File: src/rtl/sdq_pkg.sv
package sdq_pkg;
  localparam int CMD_W     = 10;
  localparam int IDX_W     = 6;
  localparam int RESP_BIT  = 6;
  localparam int LONG_BIT  = 7;
  localparam int CLK_BIT   = 8;
  localparam int START_BIT = 9;
  localparam int FIELD_W   = CMD_W - 1;   // command word without start bit
  localparam int ISS_W     = FIELD_W - 1; // fields sent to the line engine
  localparam int NSTS      = 4;
  localparam int ST_DONE   = 0;
  localparam int ST_RERR   = 1;
  localparam int ST_TOUT   = 2;
  localparam int ST_HLE    = 3;

  typedef struct packed {
    logic             clk_only;
    logic             lng;
    logic             resp;
    logic [IDX_W-1:0] idx;
  } cmd_fields_t;
endpackage

File: src/rtl/sdq_slot.sv
module sdq_slot #(
  parameter int W = 8
) (
  input  logic         clk,
  input  logic         rst,
  input  logic         load,
  input  logic [W-1:0] d,
  output logic [W-1:0] q
);
  always_ff @(posedge clk) begin
    if (rst) q <= '0;
    else if (load) q <= d;
  end
endmodule

File: src/rtl/sdq_ctrl.sv
module sdq_ctrl (
  input  logic clk,
  input  logic rst,
  input  logic start_req,
  input  logic launch_clk_only,
  input  logic eng_end,
  output logic busy_o,
  output logic slot_full_o,
  output logic from_slot_o,
  output logic launch_o,
  output logic push_o,
  output logic reject_o,
  output logic normal_done_o
);
  logic busy_q, clk_exec_q, slot_q;
  logic clk_done;

  always_comb begin
    from_slot_o   = !busy_q && slot_q;
    launch_o      = from_slot_o || (!busy_q && !slot_q && start_req);
    push_o        = start_req && (busy_q ? !slot_q : slot_q);
    reject_o      = start_req && busy_q && slot_q;
    normal_done_o = busy_q && !clk_exec_q && eng_end;
    clk_done      = busy_q && clk_exec_q;
  end

  always_ff @(posedge clk) begin
    if (rst) begin
      busy_q     <= 1'b0;
      clk_exec_q <= 1'b0;
      slot_q     <= 1'b0;
    end else begin
      if (launch_o) begin
        busy_q     <= 1'b1;
        clk_exec_q <= launch_clk_only;
      end else if (normal_done_o || clk_done) begin
        busy_q <= 1'b0;
      end
      if (push_o) slot_q <= 1'b1;
      else if (from_slot_o) slot_q <= 1'b0;
    end
  end

  assign busy_o      = busy_q;
  assign slot_full_o = slot_q;
endmodule

File: src/rtl/sdq_status.sv
module sdq_status #(
  parameter int N = 4
) (
  input  logic         clk,
  input  logic         rst,
  input  logic [N-1:0] set_i,
  input  logic         clr_en_i,
  input  logic [N-1:0] clr_i,
  input  logic         mask_en_i,
  input  logic [N-1:0] mask_i,
  output logic [N-1:0] sts_o,
  output logic         irq_o
);
  logic [N-1:0] sts_q, sts_nx, mask_q, mask_nx;

  for (genvar b = 0; b < N; b++) begin : g_bit
    always_comb sts_nx[b] = set_i[b] | (sts_q[b] & ~(clr_en_i & clr_i[b]));
  end

  always_comb mask_nx = mask_en_i ? mask_i : mask_q;

  always_ff @(posedge clk) begin
    if (rst) begin
      sts_q  <= '0;
      mask_q <= '0;
      irq_o  <= 1'b0;
    end else begin
      sts_q  <= sts_nx;
      mask_q <= mask_nx;
      irq_o  <= |(sts_nx & mask_nx);
    end
  end

  assign sts_o = sts_q;
endmodule

File: src/rtl/sdq_cmd_queue.sv
module sdq_cmd_queue
  import sdq_pkg::*;
#(
  parameter int ARG_W = 32
) (
  input  logic               clk,
  input  logic               rst,
  input  logic               arg_wr_en_i,
  input  logic [ARG_W-1:0]   arg_wr_data_i,
  input  logic               cmd_wr_en_i,
  input  logic [CMD_W-1:0]   cmd_wr_data_i,
  input  logic               sts_clr_en_i,
  input  logic [NSTS-1:0]    sts_clr_data_i,
  input  logic               mask_wr_en_i,
  input  logic [NSTS-1:0]    mask_wr_data_i,
  input  logic               eng_resp_i,
  input  logic               eng_tout_i,
  input  logic               eng_rerr_i,
  output logic               issue_valid_o,
  output logic [ARG_W-1:0]   issue_arg_o,
  output logic [IDX_W-1:0]   issue_index_o,
  output logic               issue_resp_o,
  output logic               issue_long_o,
  output logic               clk_upd_o,
  output logic               start_pending_o,
  output logic [NSTS-1:0]    status_o,
  output logic               irq_o
);
  localparam int SLOT_W = ARG_W + FIELD_W;
  localparam int OUT_W  = ARG_W + ISS_W;

  logic [ARG_W-1:0]  arg_q, arg_nx;
  logic              start_req;
  cmd_fields_t       new_f, slot_f, cand_f;
  logic [SLOT_W-1:0] slot_d, slot_q;
  logic [ARG_W-1:0]  slot_arg, cand_arg;
  logic [OUT_W-1:0]  out_d, out_q;
  logic              exec_busy, slot_full, from_slot, launch, push, reject, normal_done;
  logic [NSTS-1:0]   sts_set;

  // argument register, same-cycle write is forwarded
  always_comb arg_nx = arg_wr_en_i ? arg_wr_data_i : arg_q;
  always_ff @(posedge clk) begin
    if (rst) arg_q <= '0;
    else     arg_q <= arg_nx;
  end

  always_comb begin
    start_req = cmd_wr_en_i && cmd_wr_data_i[START_BIT];
    new_f     = cmd_fields_t'(cmd_wr_data_i[FIELD_W-1:0]);
    slot_d    = {arg_nx, new_f};
    slot_arg  = slot_q[SLOT_W-1:FIELD_W];
    slot_f    = cmd_fields_t'(slot_q[FIELD_W-1:0]);
    cand_f    = from_slot ? slot_f : new_f;
    cand_arg  = from_slot ? slot_arg : arg_nx;
    out_d     = {cand_arg, cand_f.lng, cand_f.resp, cand_f.idx};
  end

  sdq_ctrl u_ctrl (
    .clk            (clk),
    .rst            (rst),
    .start_req      (start_req),
    .launch_clk_only(cand_f.clk_only),
    .eng_end        (eng_resp_i || eng_tout_i),
    .busy_o         (exec_busy),
    .slot_full_o    (slot_full),
    .from_slot_o    (from_slot),
    .launch_o       (launch),
    .push_o         (push),
    .reject_o       (reject),
    .normal_done_o  (normal_done)
  );

  sdq_slot #(.W(SLOT_W)) u_hold (
    .clk (clk),
    .rst (rst),
    .load(push),
    .d   (slot_d),
    .q   (slot_q)
  );

  sdq_slot #(.W(OUT_W)) u_issue (
    .clk (clk),
    .rst (rst),
    .load(launch && !cand_f.clk_only),
    .d   (out_d),
    .q   (out_q)
  );

  always_ff @(posedge clk) begin
    if (rst) begin
      issue_valid_o <= 1'b0;
      clk_upd_o     <= 1'b0;
    end else begin
      issue_valid_o <= launch && !cand_f.clk_only;
      clk_upd_o     <= launch && cand_f.clk_only;
    end
  end

  always_comb begin
    sts_set          = '0;
    sts_set[ST_DONE] = normal_done;
    sts_set[ST_TOUT] = normal_done && eng_tout_i;
    sts_set[ST_RERR] = normal_done && !eng_tout_i && eng_rerr_i;
    sts_set[ST_HLE]  = reject;
  end

  sdq_status #(.N(NSTS)) u_sts (
    .clk      (clk),
    .rst      (rst),
    .set_i    (sts_set),
    .clr_en_i (sts_clr_en_i),
    .clr_i    (sts_clr_data_i),
    .mask_en_i(mask_wr_en_i),
    .mask_i   (mask_wr_data_i),
    .sts_o    (status_o),
    .irq_o    (irq_o)
  );

  assign issue_arg_o     = out_q[OUT_W-1:ISS_W];
  assign issue_long_o    = out_q[IDX_W+1];
  assign issue_resp_o    = out_q[IDX_W];
  assign issue_index_o   = out_q[IDX_W-1:0];
  assign start_pending_o = slot_full;
endmodule

File: config.mk
export PLATFORM = sky130hd
export DESIGN_NAME = sdq_cmd_queue
export DESIGN_NICKNAME = d
export VERILOG_FILES = /design/src/rtl/sdq_pkg.sv /design/src/rtl/sdq_slot.sv /design/src/rtl/sdq_ctrl.sv /design/src/rtl/sdq_status.sv /design/src/rtl/sdq_cmd_queue.sv
export SDC_FILE = /design/constraint.sdc
export NUM_CORES = 1
export LEC_CHECK = 0
export ABC_AREA = 1
export CAP_MARGIN = 15
export CORE_ASPECT_RATIO = 1.1
export CORE_UTILIZATION = 25
export DETAILED_ROUTE_END_ITERATION = 6
export DONT_BUFFER_PORTS = 1
export PLACE_DENSITY = 0.41
export SYNTH_ARGS = -nofsm -noshare
export SYNTH_HDL_FRONTEND = slang
export SYNTH_SLANG_ARGS = --single-unit
File: constraint.sdc
create_clock -name clk -period 2.66 [get_ports clk]
set_input_delay 0.532 -clock clk [delete_from_list [all_inputs] [get_ports clk]]
set_output_delay 0.532 -clock clk [all_outputs]
set_load 0.01 [all_outputs]
==> run metrics, run 1 <==
nets@finish=692; post-synth top area cell=dfxtp_1; Worst EP required=2.93 ns; CTS Hold Bufs=0; CP Buf/Inv Count=0; commonest cells after routing, fill and taps aside=dfxtp_1 (127), nand2_1 (125), o21ai_1 (52), nand3_1 (52), inv_1 (50); I/O Pins=107; placer congestion estimate=0.6996; critical path arrival=2.24 ns; grt total ovfl=0; CTS tree=yes; row count=54; setup TNS=0 ns; worst-path cell with the longest stage delay=nand2_2; DP HPWL=7880 um; Final Hold Viols=0; fin crit period=1.969 ns; CTS Root Cell=clkbuf_16; Worst VDD drop=381.6 uV; vias in the first global route=3888; met2 wire length=5991 um; Antenna Cells=0; Pre-Repair DR Iteration Count=7; cts repair resizes=0; Synth top area share=49.15%; Startpoint Class=flip-flop; clock sink total=127; Synth warnings=0; First DRT Iteration DRCs=242; clk buf depth=2; status=finished with violations; Antenna Nets Post-Route=0; post-CTS setup buffer count=0; FMAX=507.9 MHz; uppermost routed layer=met4; Leak Pwr=2.333 nW; # DRC=8; Rel. slew slack=42.23%; worst slew pin tran=0.8635 ns; Num CTS Buffers=17; Avg WL per Cell=14.03 um; synth top area cells=dfxtp_1 (49%), nand2_1 (9.1%), nand3_1 (5.0%); core area=0.02007 mm2; area delta synth->final=13.91%; met3 WL=772 um; final setup fails=0; non-filler instance count after layout=896; CP top delay family=simple AND/OR/NAND/NOR gates; PD cells=842.7 mW/mm2; Crit Path Max Fanout=41; fraction of layout cells with a size suffix above 1=9.627%; HP Class=in -> reg; setup slack, reg-to-reg=0.69 ns; Synth Net Count=714; chip height=152.9 um; Most common cell on crit path=nand2_2; mapped cell area=0.005172 mm2; CP Cell Sequence=ha_1, nand2_2, o21ai_2, nand2_2, nand3_1, o21ai_0; RSZ-0062 raised after global routing=no; die area=0.02127 mm2; Clk Latency, worst-skew pair=0.41 ns; largest net degree at the start of global routing=86; port buffer count=0; final wirelength=12570 um; starting density of the core=25.78%; Die X=139.1 um; Overall Power=0.004965 W; Overall Global Routing Usage=12.59%; sequential fraction of the synthesis area=49.15%; wl on met1=5676 um; max-slew violation count=0; Inst Count DP=864; cells after synthesis=653; Via density=4.489; initial antenna violation count=0; Fin Clk Skew=0.007051 ns; Distinct cells, synth=29; Max-Cap Viols=0; first-pass GRT wire length=20650 um; most common cell after layout, fill and taps aside=dfxtp_1; syn_area_per_cell=7.921 um2; FF+latch count, synth=127; CTS H-tree depth=4; Critical Path Max Stage Delay=0.56 ns; ratio of final minimum period to clock period=74.02%; failing checks=design-rule violations; Vias=4022; WS Path Type=reg -> reg; CP Capture Type=flip-flop; Worst-path clk slew=0.06 ns
## through the flow
stage | hold WS (ns) | util, % | setup slack, ns | instance area, um2
5_1_grt | 0.1591 | 29.36 | 0.4939 | 5892
2_1_floorplan | 0.4398 | - | 1.062 | 5172
4_1_cts | 0.1687 | 29.36 | 0.6251 | 5892
6_report | 0.1906 | 29.36 | 0.6910 | 5892
3_3_place_gp | 0.4426 | 26.04 | 0.6713 | 5225
3_5_place_dp | 0.4467 | 26.04 | 0.6340 | 5225
## report_power, final
group / switching, W / internal, W / total, W / leakage [nW]
Sequential: 0.0000625 / 0.00200 / 0.00206 / 1.04
Combinational: 0.000200 / 0.000107 / 0.000307 / 0.977
Clock: 0.000834 / 0.00176 / 0.00260 / 0.320
Total: 0.00110 / 0.00387 / 0.00496 / 2.33
## worst register-to-register path, delay by kind of cell, from the launching register on
| family | cells | cell delay, ns |
|---|---|---|
| fa+ha+maj | 1 | 0.30 |
| flops | 1 | 0.44 |
| compound gates | 2 | 0.21 |
| simple gates | 3 | 0.88 |
## cells in the mapped netlist
cell and n:
o21ai_0 49, inv_1 50, buf_6 16, mux2i_1 8, nand2_1 125, nand3_1 52
o21ai_2 9, a21oi_1 40, buf_1 4, or2_2 2, clkbuf_1 12, buf_2 11
clkinv_1 1, nor2_1 42, ha_1 2, inv_2 1, nor3_1 1, or2_1 28
inv_4 1, or2_0 2, nand2_2 3, nand3_4 1, a21oi_2 9, buf_4 1
o21a_1 1, o21ai_1 52, dfxtp_1 127, clkbuf_2 2, nand2_4 1
## state kept, by name, summed over array words and instances, names as in the netlist
register,flops
u_hold.q,41
u_ctrl.clk_exec_q,1
u_ctrl.busy_o,1
clk_upd_o,1
issue_valid_o,1
u_sts.sts_o,4
u_issue.q,40
u_sts.irq_o,1
u_ctrl.slot_full_o,1
u_sts.mask_q,4
arg_q,32
## layer usage
metal  GRT usage [%]  vias to the layer above
met4           5.132                        0
met1           15.15                     1844
met2           20.47                       91
li1                -                     2078
met5               0                        -
met3           4.323                        9
## path summary, 6_finish.rpt
path,to,cells past startpoint,from
min,arg_q[20],1,rst
max reg2reg,u_issue.q[39],6,u_ctrl.slot_full_o
min reg2reg,u_hold.q[32],2,u_hold.q[32]
max,u_issue.q[39],6,u_ctrl.slot_full_o
## layout make-up
class                           instances  area (um2)
Fill cell                            2141       14170
Sequential cell                       127        2542
Multi-Input combinational cell        427        2116
Clock buffer                           23       488.0
Tap cell                              252       315.3
Inverter                               53       201.4
Clock inverter                          9       178.9
Timing Repair Buffer                    5       50.05
## cell families after synthesis
group	synth area share (%)
simple gates	22.04
compound gates	16.84
flops	49.15
buf+inv	9.942
mux	1.548
fa+ha+maj	0.4837
Note: power is estimated with default switching activity, not from simulation.
==> run 2: changes to the inputs <==
PLACE_DENSITY = 0.43   (was 0.41)
clock period = 1.8 ns   (was 2.66 ns; I/O delays follow)
==> run 2 against run 1 <==
Worst hold slack worse by 0.16 ns. Utilization up 0.11 points. Sequential cell count unchanged. First-iteration DRC count down 35%. Highest routed layer unchanged. Clock power up 28%. Setup slack worse by 0.43 ns. The run still ends with design-rule violations left. Cell count up 1.5%. Sequential power up 48%.
==> run metrics, run 2 (synthesis results as in run 1) <==
status=finished with violations (unchanged); failing checks=design-rule violations (unchanged); RR Endpoint=u_hold.q[24] (was u_issue.q[39]); Startpoint Class=flip-flop (unchanged); CTS H-tree depth=4 (unchanged); most common cell after layout, fill and taps aside=dfxtp_1 (unchanged); worst-path cell with the longest stage delay=dfxtp_1 (was nand2_2); FF-to-FF path depth=6 (unchanged); Logic pwr share=7.1% (was 6.2%); clock power share=48.5% (was 52.3%); sw frac=24.37% (was 22.10%); CTS Root Cell=clkbuf_16 (unchanged); I/O Pins=107 (unchanged); placer congestion estimate=0.7433 (was 0.6996); Final Hold Viols=0 (unchanged); starting density of the core=25.78% (unchanged); chip height=152.9 um (unchanged); die area=0.02127 mm2 (unchanged); worst slew pin tran=0.9649 ns (was 0.8635 ns); Sequential Power Share=44.4% (was 41.5%); setup TNS=0 ns (unchanged); clock sink total=127 (unchanged); Pre-Repair DR Iteration Count=6 (was 7); fill count=2137 (was 2141); fraction of layout cells with a size suffix above 1=10.65% (was 9.627%); dpl ws=0.2593 ns (was 0.6340 ns); critical path arrival=1.87 ns (was 2.24 ns); row count=54 (unchanged); commonest cells after routing, fill and taps aside=dfxtp_1 (127), nand2_1 (125), o21ai_1 (52), nand3_1 (52), inv_1 (50) (unchanged); Crit Path Max Fanout=26 (was 41); worst setup slack after layout=0.2587 ns (was 0.6910 ns); FF/Latch Area=0.002542 mm2 (unchanged); most flop-heavy register=u_hold.q (unchanged); Crit Reg-Reg Startpoint=u_ctrl.busy_o (was u_ctrl.slot_full_o); first-pass GRT wire length=21290 um (was 20650 um); Num CTS Buffers=17 (unchanged); Die X=139.1 um (unchanged); initial antenna violation count=0 (unchanged); # DRC=9 (was 8); Critical Path Max Stage Delay=0.34 ns (was 0.56 ns); Leak Pwr=2.352 nW (was 2.333 nW); fin crit period=1.541 ns (was 1.969 ns); cts repair resizes=0 (unchanged); Rel. slew slack=35.46% (was 42.23%); Largest register FFs=41 (unchanged); Fin Clk Skew=0.008589 ns (was 0.007051 ns); HP Class=in -> reg (unchanged); final wirelength=13150 um (was 12570 um); First DRT Iteration DRCs=158 (was 242); Hold EP=arg_q[27] (was arg_q[20]); Max-Cap Viols=0 (unchanged); Via density=4.465 (was 4.489); Avg WL per Cell=14.46 um (was 14.03 um); post-CTS setup buffer count=0 (unchanged); Net Switching=0.001672 W (was 0.001097 W); vias in the first global route=3967 (was 3888); Hold Path Depth=1 (unchanged); grt total ovfl=0 (unchanged); Antenna Nets Post-Route=0 (unchanged); Worst-path clk slew=0.06 ns (about the same); CTS tree=yes (unchanged); CP Capture Type=flip-flop (unchanged); WS Path Type=reg -> reg (unchanged); biggest regs=u_hold.q: 41 flops, u_issue.q: 40 flops, arg_q: 32 flops (unchanged); critical hold path startpoint=rst (unchanged); max-slew violation count=0 (unchanged); largest net degree at the start of global routing=78 (was 86); setup slack, reg-to-reg=0.26 ns (was 0.69 ns); Worst VDD drop=627.1 uV (was 381.6 uV); P_int=0.005190 W (was 0.003868 W); Fin Hold WS=0.03078 ns (was 0.1906 ns); Overall Global Routing Usage=13.01% (was 12.59%); clk buf depth=2 (unchanged); port buffer count=0 (unchanged); Antenna Cells=0 (unchanged); area delta synth->final=14.34% (was 13.91%); nets@finish=705 (was 692); area of the multi-input gates=0.002116 mm2 (unchanged); ratio of final minimum period to clock period=85.63% (was 74.02%); FMAX=648.8 MHz (was 507.9 MHz); CP Cell Sequence=inv_1, ha_1, nand2_4, buf_12, or2_2, a21oi_1 (was ha_1, nand2_2, o21ai_2, nand2_2, nand3_1, o21ai_0); RSZ-0062 raised after global routing=no (unchanged); core area=0.02007 mm2 (unchanged); PD cells=1160 mW/mm2 (was 842.7 mW/mm2); Vias=4059 (was 4022); Worst EP required=2.13 ns (was 2.93 ns); Clk Latency, worst-skew pair=0.42 ns (was 0.41 ns); final setup fails=0 (unchanged); DP HPWL=8520 um (was 7880 um)
run 2: worst max-delay path, delay by kind of cell (launching register included):
| family | cells | cell delay, ns |
|---|---|---|
| and+or+nand+nor | 2 | 0.38 |
| buffers and inverters | 2 | 0.24 |
| AOI/OAI and AO/OA | 1 | 0.16 |
| DFF | 1 | 0.34 |
| adders and majority gates | 1 | 0.34 |
run 2: cell type report:
type / count / share of cell area [%]
Clock buffer: 21 / 7.616
Clock inverter: 11 / 1.967
Inverter: 53 / 3.406
Multi-Input combinational cell: 427 / 35.77
Sequential cell: 127 / 42.99
Tap cell: 252 / 5.331
Timing Repair Buffer: 18 / 2.919
run 2: worst max-delay path by stage:
stage,startpoint,endpoint,depth (start not counted),slack (ns)
after floorplan,u_ctrl.slot_full_o,u_hold.q[11],8,0.20
after global placement,u_ctrl.busy_o,u_issue.q[39],7,0.27
after detailed placement,u_ctrl.busy_o,u_issue.q[16],7,0.26
after CTS,u_ctrl.busy_o,u_issue.q[36],8,0.25
after global routing,u_ctrl.busy_o,u_issue.q[36],8,0.10
final,u_ctrl.busy_o,u_hold.q[24],6,0.26
run 2: what timing repair did:
item / in CTS / in global routing
setup endpoints to repair: 0 / 0
hold buffers: 1 / 4
endpoints found under the hold margin: 9 / 19
run 2: metrics by stage:
step	cell area [um2]	std cells	power, W	utilization, %
2_1_floorplan	5172	653	0.003518	-
3_3_place_gp	5298	872	0.003577	26.40
3_5_place_dp	5298	872	0.003589	26.40
4_1_cts	5874	905	0.006975	29.27
5_1_grt	5914	909	0.007214	29.47
6_report	5914	909	0.006862	29.47
run 2: power by group through the flow:
stage / logic (W) / registers [W] / clock network, W
2_1_floorplan: 0.000438 / 0.00308 / 0
3_3_place_gp: 0.000468 / 0.00311 / 0
3_5_place_dp: 0.000478 / 0.00311 / 0
4_1_cts: 0.000486 / 0.00305 / 0.00344
5_1_grt: 0.000572 / 0.00306 / 0.00358
6_report: 0.000488 / 0.00305 / 0.00333
run 2: layer usage:
metal | up-vias | global-route usage [%] | wire length (um)
li1 | 2093 | - | -
met2 | 72 | 22.05 | 6388
met3 | 12 | 4.731 | 817
met4 | 0 | 5.238 | 185
met5 | - | 0 | 0
met1 | 1882 | 14.80 | 5753
==> run 3: changes to the inputs <==
CORE_ASPECT_RATIO = 1.5   (was 1.1)
==> run 3 against run 2 <==
The flow now finishes without violations. Worst hold slack got worse by 0.0023 ns. Sequential cell count unchanged. Clock power up 9.0%. First-iteration DRC count did not move. Maximum frequency decreased by 3.7%. Die area hardly changed. Cell count up 1.3%. Largest cell class unchanged.
==> run metrics, run 3 (synthesis results as in run 1) <==
status=finished, final reports clean (was finished with violations); Via density=4.547 (was 4.465); Worst EP required=2.15 ns (was 2.13 ns); most flop-heavy register=u_hold.q (unchanged); die area=0.02128 mm2 (was 0.02127 mm2); dpl ws=0.1817 ns (was 0.2593 ns); WS Path Type=reg -> reg (unchanged); port buffer count=0 (unchanged); Leak Pwr=2.407 nW (was 2.352 nW); Clk Latency, worst-skew pair=0.42 ns (about the same); I/O Pins=107 (unchanged); critical hold path startpoint=rst (unchanged); biggest regs=u_hold.q: 41 flops, u_issue.q: 40 flops, arg_q: 32 flops (unchanged); initial antenna violation count=0 (unchanged); FMAX=625.0 MHz (was 648.8 MHz); fill count=2235 (was 2137); most common cell after layout, fill and taps aside=dfxtp_1 (unchanged); starting density of the core=25.43% (was 25.78%); clock sink total=127 (unchanged); Hold EP=clk_upd_o (was arg_q[27]); worst slew pin tran=0.9537 ns (was 0.9649 ns); setup slack, reg-to-reg=0.20 ns (was 0.26 ns); fin util=29.62% (was 29.47%); CP startpoint=u_ctrl.busy_o (unchanged); Overall Global Routing Usage=13.71% (was 13.01%); # DRC=0 (was 9); CTS tree=yes (unchanged); Final Hold Viols=0 (unchanged); max-slew violation count=0 (unchanged); Pre-Repair DR Iteration Count=6 (unchanged); Largest register FFs=41 (unchanged); First DRT Iteration DRCs=158 (unchanged); Rel. slew slack=36.21% (was 35.46%); ratio of final minimum period to clock period=88.89% (was 85.63%); Sequential Power Share=42.2% (was 44.4%); Fin Hold WS=0.02850 ns (was 0.03078 ns); Fin Clk Skew=0.009955 ns (was 0.008589 ns); FF-to-FF path depth=6 (unchanged); Antenna Cells=0 (unchanged); CTS H-tree depth=4 (unchanged); DP HPWL=8589 um (was 8520 um); fraction of layout cells with a size suffix above 1=10.81% (was 10.65%); Net Switching=0.001692 W (was 0.001672 W); Logic pwr share=7.5% (was 7.1%); clk buf depth=2 (unchanged); RSZ-0062 raised after global routing=no (unchanged); final wirelength=14120 um (was 13150 um); final instance area=0.006025 mm2 (was 0.005914 mm2); Area after DPL=0.005345 mm2 (was 0.005298 mm2); nets@finish=706 (was 705); Hold Path Depth=1 (unchanged); first-pass GRT wire length=21690 um (was 21290 um); CTS Root Cell=clkbuf_16 (unchanged); critical path arrival=1.95 ns (was 1.87 ns); setup TNS=0 ns (unchanged); Avg WL per Cell=15.33 um (was 14.46 um); P_int=0.005528 W (was 0.005190 W); clock power share=50.4% (was 48.5%); CP Capture Type=flip-flop (unchanged); Crit Reg-Reg Startpoint=u_ctrl.busy_o (unchanged); fin crit period=1.600 ns (was 1.541 ns); final setup fails=0 (unchanged); row count=64 (was 54); Crit Path Max Fanout=15 (was 26); area delta synth->final=16.47% (was 14.34%); core area=0.02034 mm2 (was 0.02007 mm2); grt total ovfl=0 (unchanged); Num CTS Buffers=17 (unchanged); Max-Cap Viols=0 (unchanged); Antenna Nets Post-Route=0 (unchanged); placer congestion estimate=0.7313 (was 0.7433); Die X=119.4 um (was 139.1 um); sw frac=23.43% (was 24.37%); Startpoint Class=flip-flop (unchanged); cts repair resizes=0 (unchanged); RR Endpoint=u_issue.q[1] (was u_hold.q[24]); largest net degree at the start of global routing=65 (was 78); Vias=4188 (was 4059); PD cells=1198 mW/mm2 (was 1160 mW/mm2); Worst VDD drop=583.3 uV (was 627.1 uV); vias in the first global route=3939 (was 3967); commonest cells after routing, fill and taps aside=dfxtp_1 (127), nand2_1 (125), o21ai_1 (52), nand3_1 (52), inv_1 (50) (unchanged); HP Class=in -> reg (unchanged); chip height=178.2 um (was 152.9 um); worst setup slack after layout=0.2000 ns (was 0.2587 ns); Worst-path clk slew=0.06 ns (about the same)
run 3: cell types whose count changed in the layout (fill, tap and decap cells not counted), moves of 3 or more:
cell	before	now
clkinvlp_4	3	0
buf_12	2	5
clkbuf_8	1	6
clkinv_2	5	2
run 3: worst max path at each step:
stage                          endpoint  slack (ns)  cells past startpoint
after floorplan            u_hold.q[11]        0.20                      8
after global placement    u_issue.q[31]        0.26                      6
after detailed placement  u_issue.q[26]        0.18                      6
after CTS                  u_issue.q[1]        0.18                      6
after global routing      u_issue.q[29]       0.009                      6
final                      u_issue.q[1]        0.20                      6
run 3: worst max-delay path: stages, from the launching register on:
cell     delay (ns)
dfxtp_1        0.35
inv_1          0.08
ha_1           0.25
o21ai_2        0.25
nand3_4        0.23
buf_12         0.23
o21ai_1        0.13
run 3: layout make-up:
cell class                 count  area (um2)  area share, %
multi-input combinational    427        2116          35.12
inverter                      53       201.4          3.344
clock inverter                 5       100.1          1.661
clock buffer                  26       519.2          8.619
sequential                   127        2542          42.20
tap                          264       330.3          5.483
timing repair buffer          19       215.2          3.572
run 3: routing by layer:
| layer | track usage, % | wire (um) | vias up |
|---|---|---|---|
| met5 | 0 | 0 | - |
| li1 | - | - | 2106 |
| met1 | 15.59 | 6074 | 1955 |
| met2 | 22.28 | 6714 | 107 |
| met4 | 7.292 | 412 | 0 |
| met3 | 5.051 | 919 | 20 |
run 3: power by group through the flow:
stage | combinational, W | clock, W | sequential (W)
after global placement | 0.000479 | 0 | 0.00310
after floorplan | 0.000438 | 0 | 0.00308
final | 0.000540 | 0.00363 | 0.00304
after detailed placement | 0.000492 | 0 | 0.00311
after global routing | 0.000616 | 0.00386 | 0.00306
after CTS | 0.000551 | 0.00373 | 0.00305
run 3: per-stage QoR:
| stage | power, W | cells |
|---|---|---|
| 6_report | 0.007219 | 921 |
| 5_1_grt | 0.007533 | 921 |
| 4_1_cts | 0.007324 | 921 |
| 3_5_place_dp | 0.003599 | 885 |
| 3_3_place_gp | 0.003583 | 885 |
| 2_1_floorplan | 0.003518 | 653 |
run 3: what timing repair did:
action / 4_1_cts / 5_1_grt
hold endpoints to repair: 36 / 0
setup buffers: 0 / 0
hold buffers: 5 / 0
